**config.mk**
```make
export PLATFORM = sky130hd
export DESIGN_NAME = nor_pe_sequencer
export DESIGN_NICKNAME = d
export VERILOG_FILES = /design/src/rtl/nps_pkg.sv /design/src/rtl/nps_bus_cycle.sv /design/src/rtl/nps_toggle_mon.sv /design/src/rtl/nps_timeout.sv /design/src/rtl/nor_pe_sequencer.sv
export SDC_FILE = /design/constraint.sdc
export NUM_CORES = 1
export LEC_CHECK = 0
export ABC_AREA = 1
export BUFFER_PORTS_ARGS = -buffer_cell sky130_fd_sc_hd__buf_2
export CORE_ASPECT_RATIO = 0.5
export CORE_UTILIZATION = 52
export CTS_CLUSTER_DIAMETER = 150
export CTS_CLUSTER_SIZE = 24
export DETAILED_ROUTE_END_ITERATION = 8
export HOLD_SLACK_MARGIN = 0.03
export PLACE_DENSITY = 0.73
export REMOVE_ABC_BUFFERS = 1
export SYNTH_ARGS = -nofsm -noshare
export SYNTH_HDL_FRONTEND = slang
export SYNTH_SLANG_ARGS = --single-unit
```
**constraint.sdc**
```tcl
create_clock -name clk -period 1.7 [get_ports clk]
set_input_delay 0.085 -clock clk [delete_from_list [all_inputs] [get_ports clk]]
set_output_delay 0.085 -clock clk [all_outputs]
set_load 0.02 [all_outputs]
```
**src/rtl/nps_pkg.sv**
```systemverilog
package nps_pkg;

  typedef enum logic [1:0] {
    OP_PROG = 2'b00,
    OP_SECT = 2'b01,
    OP_BLK  = 2'b10,
    OP_RSVD = 2'b11
  } op_e;

  typedef enum logic [1:0] {S_IDLE, S_WR, S_POLL, S_RSP} seq_state_e;

  typedef enum logic [2:0] {B_IDLE, B_SET, B_ACT, B_HOLD, B_GAP} bus_ph_e;

  localparam logic [15:0] UNLK_A  = 16'h5555;
  localparam logic [15:0] UNLK_B  = 16'h2AAA;
  localparam logic [7:0]  C_KEY1  = 8'hAA;
  localparam logic [7:0]  C_KEY2  = 8'h55;
  localparam logic [7:0]  C_PROG  = 8'hA0;
  localparam logic [7:0]  C_ERASE = 8'h80;
  localparam logic [7:0]  C_SECT  = 8'h50;
  localparam logic [7:0]  C_BLK   = 8'h30;

  // number of write cycles in the command sequence of an operation
  function automatic logic [2:0] steps_for(op_e op);
    return (op == OP_PROG) ? 3'd4 : 3'd6;
  endfunction

  // unlock address used by a non-final step
  function automatic logic [15:0] step_unlock_addr(logic [2:0] idx);
    return (idx == 3'd1 || idx == 3'd4) ? UNLK_B : UNLK_A;
  endfunction

  // command byte of a step (a program's final step carries host data instead)
  function automatic logic [7:0] step_cmd(op_e op, logic [2:0] idx);
    case (idx)
      3'd0, 3'd3: return C_KEY1;
      3'd1, 3'd4: return C_KEY2;
      3'd2:       return (op == OP_PROG) ? C_PROG : C_ERASE;
      default:    return (op == OP_SECT) ? C_SECT : C_BLK;
    endcase
  endfunction

endpackage

```
**src/rtl/nps_bus_cycle.sv**
```systemverilog
module nps_bus_cycle
  import nps_pkg::*;
#(
  parameter int T_AS  = 1,
  parameter int T_WP  = 2,
  parameter int T_DH  = 1,
  parameter int T_RD  = 2,
  parameter int T_GAP = 1
) (
  input  logic clk,
  input  logic rst_n,
  input  logic start,
  input  logic is_wr,
  output logic idle,
  output logic sample,
  output logic done,
  output logic ce_n,
  output logic we_n,
  output logic oe_n,
  output logic dq_oe
);
  localparam int TM1 = (T_AS > T_WP) ? T_AS : T_WP;
  localparam int TM2 = (T_DH > T_RD) ? T_DH : T_RD;
  localparam int TM3 = (TM1 > TM2) ? TM1 : TM2;
  localparam int TMX = (TM3 > T_GAP) ? TM3 : T_GAP;
  localparam int CW  = $clog2(TMX + 1);

  bus_ph_e       ph;
  logic [CW-1:0] cnt;
  logic          wr_q;
  logic          last;

  assign last = (cnt == '0);

  always_ff @(posedge clk or negedge rst_n) begin
    if (!rst_n) begin
      ph   <= B_IDLE;
      cnt  <= '0;
      wr_q <= 1'b0;
    end else if (ph == B_IDLE) begin
      if (start) begin
        ph   <= B_SET;
        cnt  <= CW'(T_AS - 1);
        wr_q <= is_wr;
      end
    end else if (!last) begin
      cnt <= cnt - 1'b1;
    end else begin
      case (ph)
        B_SET:  begin ph <= B_ACT;  cnt <= wr_q ? CW'(T_WP - 1) : CW'(T_RD - 1); end
        B_ACT:  begin ph <= B_HOLD; cnt <= CW'(T_DH - 1); end
        B_HOLD: begin ph <= B_GAP;  cnt <= CW'(T_GAP - 1); end
        default: ph <= B_IDLE;
      endcase
    end
  end

  assign idle   = (ph == B_IDLE);
  assign ce_n   = (ph == B_IDLE) || (ph == B_GAP);
  assign we_n   = !((ph == B_ACT) && wr_q);
  assign oe_n   = !((ph == B_ACT) && !wr_q);
  assign dq_oe  = wr_q && ((ph == B_SET) || (ph == B_ACT) || (ph == B_HOLD));
  assign sample = (ph == B_ACT) && !wr_q && last;
  assign done   = (ph == B_GAP) && last;
endmodule

```
**src/rtl/nps_toggle_mon.sv**
```systemverilog
module nps_toggle_mon #(
  parameter int DW       = 16,
  parameter int STAT_BIT = 6
) (
  input  logic          clk,
  input  logic          rst_n,
  input  logic          clear,
  input  logic          sample,
  input  logic [DW-1:0] dq,
  output logic          settled
);
  logic prev_bit;
  logic have_prev;
  logic unused_dq;

  assign unused_dq = ^dq;

  always_ff @(posedge clk or negedge rst_n) begin
    if (!rst_n) begin
      prev_bit  <= 1'b0;
      have_prev <= 1'b0;
      settled   <= 1'b0;
    end else if (clear) begin
      have_prev <= 1'b0;
      settled   <= 1'b0;
    end else if (sample) begin
      settled   <= have_prev && (dq[STAT_BIT] == prev_bit);
      prev_bit  <= dq[STAT_BIT];
      have_prev <= 1'b1;
    end
  end
endmodule

```
**src/rtl/nps_timeout.sv**
```systemverilog
module nps_timeout #(
  parameter int TW = 12
) (
  input  logic          clk,
  input  logic          rst_n,
  input  logic          load,
  input  logic [TW-1:0] limit,
  output logic          expired
);
  logic [TW-1:0] cnt;

  always_ff @(posedge clk or negedge rst_n) begin
    if (!rst_n)           cnt <= '0;
    else if (load)        cnt <= limit;
    else if (cnt != '0)   cnt <= cnt - 1'b1;
  end

  assign expired = (cnt == '0);
endmodule

```
**src/rtl/nor_pe_sequencer.sv**
```systemverilog
module nor_pe_sequencer
  import nps_pkg::*;
#(
  parameter int AW            = 20,
  parameter int DW            = 16,
  parameter int T_AS          = 1,
  parameter int T_WP          = 2,
  parameter int T_DH          = 1,
  parameter int T_RD          = 2,
  parameter int T_GAP         = 1,
  parameter int CLK_MHZ       = 100,
  parameter int PROG_TMO_CYC  = 1000,
  parameter int ERASE_TMO_CYC = 2500000
) (
  input  logic          clk,
  input  logic          rst_n,
  input  logic          req_valid,
  output logic          req_ready,
  input  logic [1:0]    req_op,
  input  logic [AW-1:0] req_addr,
  input  logic [DW-1:0] req_data,
  output logic          rsp_valid,
  output logic          rsp_err,
  output logic [AW-1:0] fl_addr,
  output logic [DW-1:0] fl_dq_out,
  output logic          fl_dq_oe,
  input  logic [DW-1:0] fl_dq_in,
  output logic          fl_ce_n,
  output logic          fl_we_n,
  output logic          fl_oe_n
);
  localparam int PROG_FLOOR = 10 * CLK_MHZ;
  localparam int PROG_LIMIT = (PROG_TMO_CYC > PROG_FLOOR) ? PROG_TMO_CYC : PROG_FLOOR;
  localparam int TMO_MAX    = (PROG_LIMIT > ERASE_TMO_CYC) ? PROG_LIMIT : ERASE_TMO_CYC;
  localparam int TW         = $clog2(TMO_MAX + 1);

  seq_state_e    state;
  op_e           op_q;
  logic [AW-1:0] tgt_addr, addr_q;
  logic [DW-1:0] tgt_data, dout_q;
  logic [2:0]    idx;
  logic          err_q;

  // named internal events
  logic accept, step_last, cyc_start, cyc_wr, load_tmo, in_poll;
  logic bus_idle, bus_sample, bus_done, settled, tmo_expired;
  logic [TW-1:0] tmo_limit;

  assign accept    = req_valid && (state == S_IDLE);
  assign step_last = (idx == 3'(steps_for(op_q) - 3'd1));
  assign in_poll   = (state == S_POLL);
  assign cyc_wr    = (state == S_WR);
  assign cyc_start = bus_idle && (cyc_wr || (in_poll && !tmo_expired));
  assign load_tmo  = cyc_wr && bus_done && step_last;
  assign tmo_limit = (op_q == OP_PROG) ? TW'(PROG_LIMIT) : TW'(ERASE_TMO_CYC);

  nps_bus_cycle #(
    .T_AS(T_AS), .T_WP(T_WP), .T_DH(T_DH), .T_RD(T_RD), .T_GAP(T_GAP)
  ) u_bus (
    .clk(clk), .rst_n(rst_n), .start(cyc_start), .is_wr(cyc_wr),
    .idle(bus_idle), .sample(bus_sample), .done(bus_done),
    .ce_n(fl_ce_n), .we_n(fl_we_n), .oe_n(fl_oe_n), .dq_oe(fl_dq_oe)
  );

  nps_toggle_mon #(.DW(DW), .STAT_BIT(6)) u_tog (
    .clk(clk), .rst_n(rst_n), .clear(accept), .sample(bus_sample),
    .dq(fl_dq_in), .settled(settled)
  );

  nps_timeout #(.TW(TW)) u_tmo (
    .clk(clk), .rst_n(rst_n), .load(load_tmo), .limit(tmo_limit),
    .expired(tmo_expired)
  );

  always_ff @(posedge clk or negedge rst_n) begin
    if (!rst_n) begin
      state    <= S_IDLE;
      op_q     <= OP_PROG;
      tgt_addr <= '0;
      tgt_data <= '0;
      addr_q   <= '0;
      dout_q   <= '0;
      idx      <= '0;
      err_q    <= 1'b0;
    end else begin
      if (cyc_start) begin
        if (cyc_wr) begin
          addr_q <= step_last ? tgt_addr : AW'(step_unlock_addr(idx));
          dout_q <= (step_last && op_q == OP_PROG) ? tgt_data : DW'(step_cmd(op_q, idx));
        end else begin
          addr_q <= tgt_addr;
        end
      end
      case (state)
        S_IDLE: if (accept) begin
          op_q     <= op_e'(req_op);
          tgt_addr <= req_addr;
          tgt_data <= req_data;
          idx      <= '0;
          err_q    <= (op_e'(req_op) == OP_RSVD);
          state    <= (op_e'(req_op) == OP_RSVD) ? S_RSP : S_WR;
        end
        S_WR: if (bus_done) begin
          if (step_last) state <= S_POLL;
          else           idx   <= idx + 3'd1;
        end
        S_POLL: begin
          if (bus_done && settled) begin
            err_q <= 1'b0;
            state <= S_RSP;
          end else if (bus_idle && tmo_expired) begin
            err_q <= 1'b1;
            state <= S_RSP;
          end
        end
        default: state <= S_IDLE;
      endcase
    end
  end

  assign req_ready = (state == S_IDLE);
  assign rsp_valid = (state == S_RSP);
  assign rsp_err   = err_q;
  assign fl_addr   = addr_q;
  assign fl_dq_out = dout_q;
endmodule

```
==> results.py, run 1 <==
metrics = {
    "layout": {
        "instances_no_fill": 954,
        "drive_gt1_frac": 0.241,
        "ff_latch_area_um2": 2780,
        "final_nets": 883,
        "area_delta_synth_final_pct": 29.7,
        "stdcell_area_um2": 7010,
        "multi_input_area_um2": 2430,
        "fill_cells": 805,
        "layout_common_cells": "nand2_1, dfrtp_1, buf_2",
        "diodes": 0,
        "layout_commonest_cell": "nand2_1",
    },
    "pwr": {
        "power.density_nw_per_um2": 1880,
        "power.total_uw": 13200,
        "leakagePower_uw": 0.00369,
        "ir_worst_vdd_mv": 0.792,
    },
    "clocking": {
        "numClockSinks": 111,
        "clk_latency_ns": 0.36,
        "cts_tree": "done",
        "cts.clk_slew.worst_paths_ns": 0.08,
        "cts_buffer_depth": 2,
        "htree_num_levels": 3,
        "root_buffer": "clkbuf_16",
        "numCtsBuffers": 9,
    },
    "synthesis": {
        "synth_top_family_by_area": "simple AND/OR/NAND/NOR gates",
        "ys_seq_elements": 111,
        "ys_types": 37,
        "synth_seq_area_share": 0.514,
        "synthFlopType": "dfrtp_1",
        "synth-xor-area-share": 0.0292,
        "synth_compound_area_frac": 0.0755,
        "synth-edff-count": 0,
        "synthCells": 656,
        "yosysWarnings": 0,
        "syn_avg_cell_area_um2": 8.24,
        "synth_area_um2": 5410,
        "synthSimpleGateAreaFrac": 0.303,
        "async_flop_share": 1.00,
        "synth-adder-area-share": 0.0255,
        "synth.mux.area_fraction": 0,
    },
    "timing": {
        "slew_viol_final": 0,
        "fin_skew_ns": 0.0108,
        "hold_violations": 0,
        "period_share": 0.945,
        "finalSetupTns_ns": 0,
        "relSlewSlack": 0.760,
        "fin_crit_ns": 1.61,
        "worst_pin_slew_ns": 0.361,
        "fmax_mhz": 622,
        "setup_viol": 0,
    },
    "placement": {
        "numPlacedInstances": 892,
        "portBuffers": 84,
        "dpl_cell_area_um2": 6190,
        "place.gp.congestion": 0.935,
        "dpl.hpwl_um": 8690,
    },
    "routing": {
        "drt_wl_total_um": 12900,
        "via_per_inst": 4.94,
        "vias": 4711,
        "remaining_drc_errors": 0,
        "first_pass_iters": 4,
        "post_drt_wl_per_cell_um": 13.6,
        "drtIter0Drc": 370,
        "postRouteAntennaNets": 0,
    },
    "worst_setup_path": {
        "r2r_slack_ns": 0.09,
        "r2r-start": "idx[0]",
        "crit_path_start": "idx[0]",
        "worstSetupEndpointType": "flop",
        "worstRegToRegCells": 10,
        "worst-endpoint-required_ns": 1.95,
        "critPathLaunchType": "flop",
        "crit_path_end": "fl_dq_out[4]",
        "critPathMaxFanout": 4,
        "cp_data_arrival_time_ns": 1.86,
        "critPathKind": "reg2reg",
        "r2r-end": "fl_dq_out[4]",
    },
    "grt": {
        "track_usage": 0.250,
        "overflow": 0,
        "grt_pass1_vias": 4332,
        "grt_pass1_wl_um": 21000,
        "grt_max_degree": 39,
        "antenna_found_initial": 0,
    },
    "status": {
        "status": "completed",
    },
    "die": {
        "rows": 25,
        "dieArea_um2": 10800,
        "die_width_um": 146,
        "die_y_um": 74.1,
        "io_pins": 100,
        "core_area_um2": 9760,
        "start_util": 0.554,
    },
    "min_path": {
        "hold_class": "in2reg",
    },
    "job": {
        "max-cap-violations": 0,
    },
}
-- logic make-up after synthesis --
group,Yosys count
AND/OR/NAND/NOR,377
AO/OA/AOI/OAI,75
adder cells (fa/ha/maj),11
buffers and inverters,64
flip-flops,111
XOR/XNOR,18
-- worst min-delay path by stage --
stage	from	endpoint	slack (ns)	depth (start not counted)
after floorplan	rst_n	fl_addr[0]	-0.21	0
after global placement	rst_n	fl_dq_out[0]	-0.06	1
after detailed placement	rst_n	fl_dq_out[0]	-0.06	1
after CTS	req_op[0]	op_q[0]	0.03	3
after global routing	fl_dq_in[6]	u_tog.prev_bit	0.04	3
final	fl_dq_in[6]	u_tog.prev_bit	0.04	3
-- cells in the mapped netlist (2+ instances only) --
library cell	number	area, µm²
dfrtp_1	111	2780
nor2_4	6	67.6
xnor2_1	3	26.3
clkbuf_1	8	30.0
inv_2	2	7.51
nor2_1	41	154
xor2_1	15	131
nand2_1	266	998
inv_4	2	12.5
nand3_1	32	160
o21ai_1	12	60.1
nor2_2	3	18.8
nand4_1	3	18.8
nand2_2	4	25.0
o22ai_1	3	18.8
ha_1	11	138
o21ai_0	42	210
o21ai_2	3	26.3
buf_6	5	56.3
o211ai_1	3	22.5
nor3_1	11	55.1
a21oi_1	10	50.1
nand2_4	3	33.8
inv_1	41	154
buf_2	4	20.0
-- repair_timing --
item | 4_1_cts | 5_1_grt
pin swaps | 2 | 3
gates cloned | 1 | 0
buffers inserted | 0 | 8
hold endpoints to repair | 148 | 0
gates resized for setup | 2 | 34
hold buffers | 38 | 0
endpoints found under the setup margin | 22 | 99
-- power breakdown --
| part | switching [µW] | internal (µW) | total [µW] |
|---|---|---|---|
| registers | 783 | 3790 | 4570 |
| clock network | 1040 | 1030 | 2070 |
| logic | 4060 | 2470 | 6530 |
-- through the flow --
| stage | setup slack, ns | hold slack [ns] | util |
|---|---|---|---|
| 2_1_floorplan | -1.00 | -0.211 | - |
| 3_3_place_gp | 0.0240 | -0.0583 | 0.634 |
| 3_5_place_dp | -0.0346 | -0.0589 | 0.634 |
| 4_1_cts | 0.00530 | 0.0301 | 0.704 |
| 5_1_grt | -0.0387 | 0.0386 | 0.719 |
| 6_report | 0.0928 | 0.0371 | 0.719 |
-- state kept, by name, indices dropped and copies added, names as in the netlist, 3 cells and up --
name       flops
idx            3
tgt_data      16
fl_dq_out     16
u_bus.ph       3
fl_addr       20
u_tmo.cnt     22
tgt_addr      20
-- critical path: stages, from the launching register on --
cell and delay, ns:
dfrtp_1 0.41, inv_2 0.06, ha_1 0.22, or2_1 0.24
o21ai_2 0.10, buf_4 0.15, inv_1 0.05, o21ai_1 0.11
nand2_1 0.06, nand2_1 0.05, nand2_1 0.05
-- layer usage --
layer  part of all wire  vias to the layer above  global-route usage
li1                   -                     2397                   -
met5                  0                        -                   0
met3              0.046                       16              0.0564
met4              0.012                        0              0.0683
met2               0.48                      112               0.413
met1               0.47                     2186               0.338
-- cell type report --
cell class	instances	share of cell area
Clock inverter	6	0.00928
Multi-Input combinational cell	482	0.346
Tap cell	135	0.0241
Clock buffer	9	0.0321
Timing Repair Buffer	165	0.166
Inverter	46	0.0255
Sequential cell	111	0.396
Power figures use the tool's default switching activity.
==> run 2, diff against run 1 <==
- PLACE_DENSITY: 0.73 -> 0.75
- SETUP_SLACK_MARGIN: not set -> 0.02
- clock period: 1.7 -> 1.5 ns (I/O delays scaled with it)
==> run 2 against run 1 <==
  * The flow now finishes with violations (negative setup slack)
  * Cell area grew 17%
  * Sequential power grew 16%
  * Via count grew 23%
  * Critical endpoint is now fl_dq_out[7]
  * Largest power group unchanged
  * Largest cell class is now multi-input combinational cells
==> results.py, run 2 (synthesis gave the netlist of run 1 again) <==
metrics = {
    "die": {
        "die_width_um": 146,
        "rows": 25,
        "dieArea_um2": 10800,
        "die_y_um": 74.1,
        "start_util": 0.554,
        "io_pins": 100,
        "core_area_um2": 9760,
    },
    "routing": {
        "postRouteAntennaNets": 0,
        "first_pass_iters": 5,
        "post_drt_wl_per_cell_um": 18.7,
        "drtIter0Drc": 596,
        "via_per_inst": 5.67,
        "drt_wl_total_um": 19100,
        "remaining_drc_errors": 0,
        "vias": 5792,
    },
    "timing": {
        "fin_skew_ns": 0.0133,
        "layout_setup_ws_ns": -0.208,
        "rsz0062_at_grt": "yes",
        "fin_crit_ns": 1.71,
        "fmax_mhz": 586,
        "slew_viol_final": 0,
        "relSlewSlack": 0.696,
        "hold_violations": 0,
        "setup_viol": 70,
        "worst_pin_slew_ns": 0.456,
        "finalSetupTns_ns": -5.95,
        "period_share": 1.14,
    },
    "layout": {
        "largest_reg_flops": 22,
        "fill_cells": 494,
        "layout_common_cells": "nand2_1, dfrtp_1, buf_2",
        "fin_util": 0.841,
        "layout_commonest_cell": "nand2_1",
        "drive_gt1_frac": 0.402,
        "diodes": 0,
        "final_nets": 949,
        "largest_register": "u_tmo.cnt",
        "area_delta_synth_final_pct": 51.8,
        "stdcell_area_um2": 8210,
    },
    "pwr": {
        "p_seq_frac": 0.276,
        "switchingPower_uw": 9020,
        "switching_share": 0.469,
        "ir_worst_vdd_mv": 1.02,
        "power.density_nw_per_um2": 2350,
        "clockPowerShare": 0.128,
        "leakagePower_uw": 0.00418,
        "p_int_uw": 10200,
        "combinationalPowerShare": 0.596,
    },
    "grt": {
        "use_met2": 0.524,
        "use_met3": 0.0564,
        "grt_use_met1": 0.371,
        "antenna_found_initial": 0,
        "grt_pass1_wl_um": 24900,
        "top_usage_layer": "met2",
        "track_usage": 0.295,
        "grt_pass1_vias": 5167,
        "overflow": 0,
        "grt_max_degree": 46,
    },
    "worst_setup_path": {
        "critPathKind": "reg2reg",
        "r2r-start": "idx[2]",
        "r2r-end": "fl_dq_out[7]",
        "cp_slowest_cell": "dfrtp_2",
        "critPathLaunchType": "flop",
        "crit_chain": "o21ai_4, nand2_2, nor2_4, nand2_4, a21oi_1, o21ai_2, nand2_1",
        "worstSetupEndpointType": "flop",
        "r2r_slack_ns": -0.21,
        "cpPeakStageDelay_ns": 0.47,
        "critPathMaxFanout": 6,
        "cp_data_arrival_time_ns": 2.01,
        "worst-endpoint-required_ns": 1.80,
        "worstRegToRegCells": 7,
    },
    "status": {
        "status": "complete, but fails checks",
        "violations": "negative setup slack",
    },
    "placement": {
        "dpl.hpwl_um": 9460,
        "dpl_cell_area_um2": 6570,
        "place.gp.congestion": 0.948,
        "portBuffers": 84,
        "post-place-ws_ns": -0.196,
    },
    "clocking": {
        "numCtsBuffers": 9,
        "clk_latency_ns": 0.37,
        "cts_buffer_depth": 2,
        "cts_tree": "done",
        "cts.clk_slew.worst_paths_ns": 0.09,
        "htree_num_levels": 3,
        "numClockSinks": 111,
        "root_buffer": "clkbuf_16",
    },
    "job": {
        "max-cap-violations": 0,
    },
    "min_path": {
        "hold_class": "in2async",
    },
}
## run 2: per-layer routing
metal,routed length (µm),up-vias
li1,-,2530
met1,7340,2764
met2,9120,392
met3,1640,106
met4,967,0
met5,0,-
## run 2: cell type report
type | instances | area [µm²] | share of cell area
Multi-Input combinational cell | 483 | 2920 | 0.356
Sequential cell | 111 | 2780 | 0.339
Timing Repair Buffer | 230 | 1840 | 0.224
Clock buffer | 9 | 225 | 0.0274
Inverter | 46 | 200 | 0.0244
Tap cell | 135 | 169 | 0.0206
Clock inverter | 7 | 70.1 | 0.00854
## run 2: worst max path at each step
stage / startpoint / to
after floorplan: state[0] / op_q[0]
after global placement: u_tmo.cnt[1] / u_bus.ph[0]
after CTS: u_tmo.cnt[1] / u_bus.wr_q
after global routing: idx[1] / fl_dq_out[7]
after detailed placement: u_tmo.cnt[1] / u_bus.ph[1]
final: idx[2] / fl_dq_out[7]
## run 2: per-stage QoR
stage	std cells	hold slack (ns)	power, µW
3_3_place_gp	937	0.0472	12600
6_report	1021	0.204	19200
3_5_place_dp	937	0.0524	12900
4_1_cts	1012	0.190	16800
2_1_floorplan	638	-0.221	9670
5_1_grt	1021	0.254	20100
## run 2: power groups by stage
stage | registers, µW | clock network, µW | logic, µW
3_5_place_dp | 5070 | 0 | 7840
6_report | 5320 | 2460 | 11500
3_3_place_gp | 5040 | 0 | 7600
2_1_floorplan | 5480 | 0 | 4190
5_1_grt | 5400 | 2550 | 12200
4_1_cts | 5110 | 2430 | 9270
## run 2: critical path: cells and delay by family (launching register included)
kind,cells,cell delay [ns]
DFF,1,0.47
AOI/OAI and AO/OA,3,0.58
and+or+nand+nor,4,0.58
## run 2: timing repair
action | CTS | global route
setup endpoints to repair | 71 | 104
pin swaps | 35 | 32
buffers inserted | 17 | 7
resized for setup | 115 | 107
endpoints found under the hold margin | 106 | 0
hold buffers | 40 | 0
cloned | 2 | 2
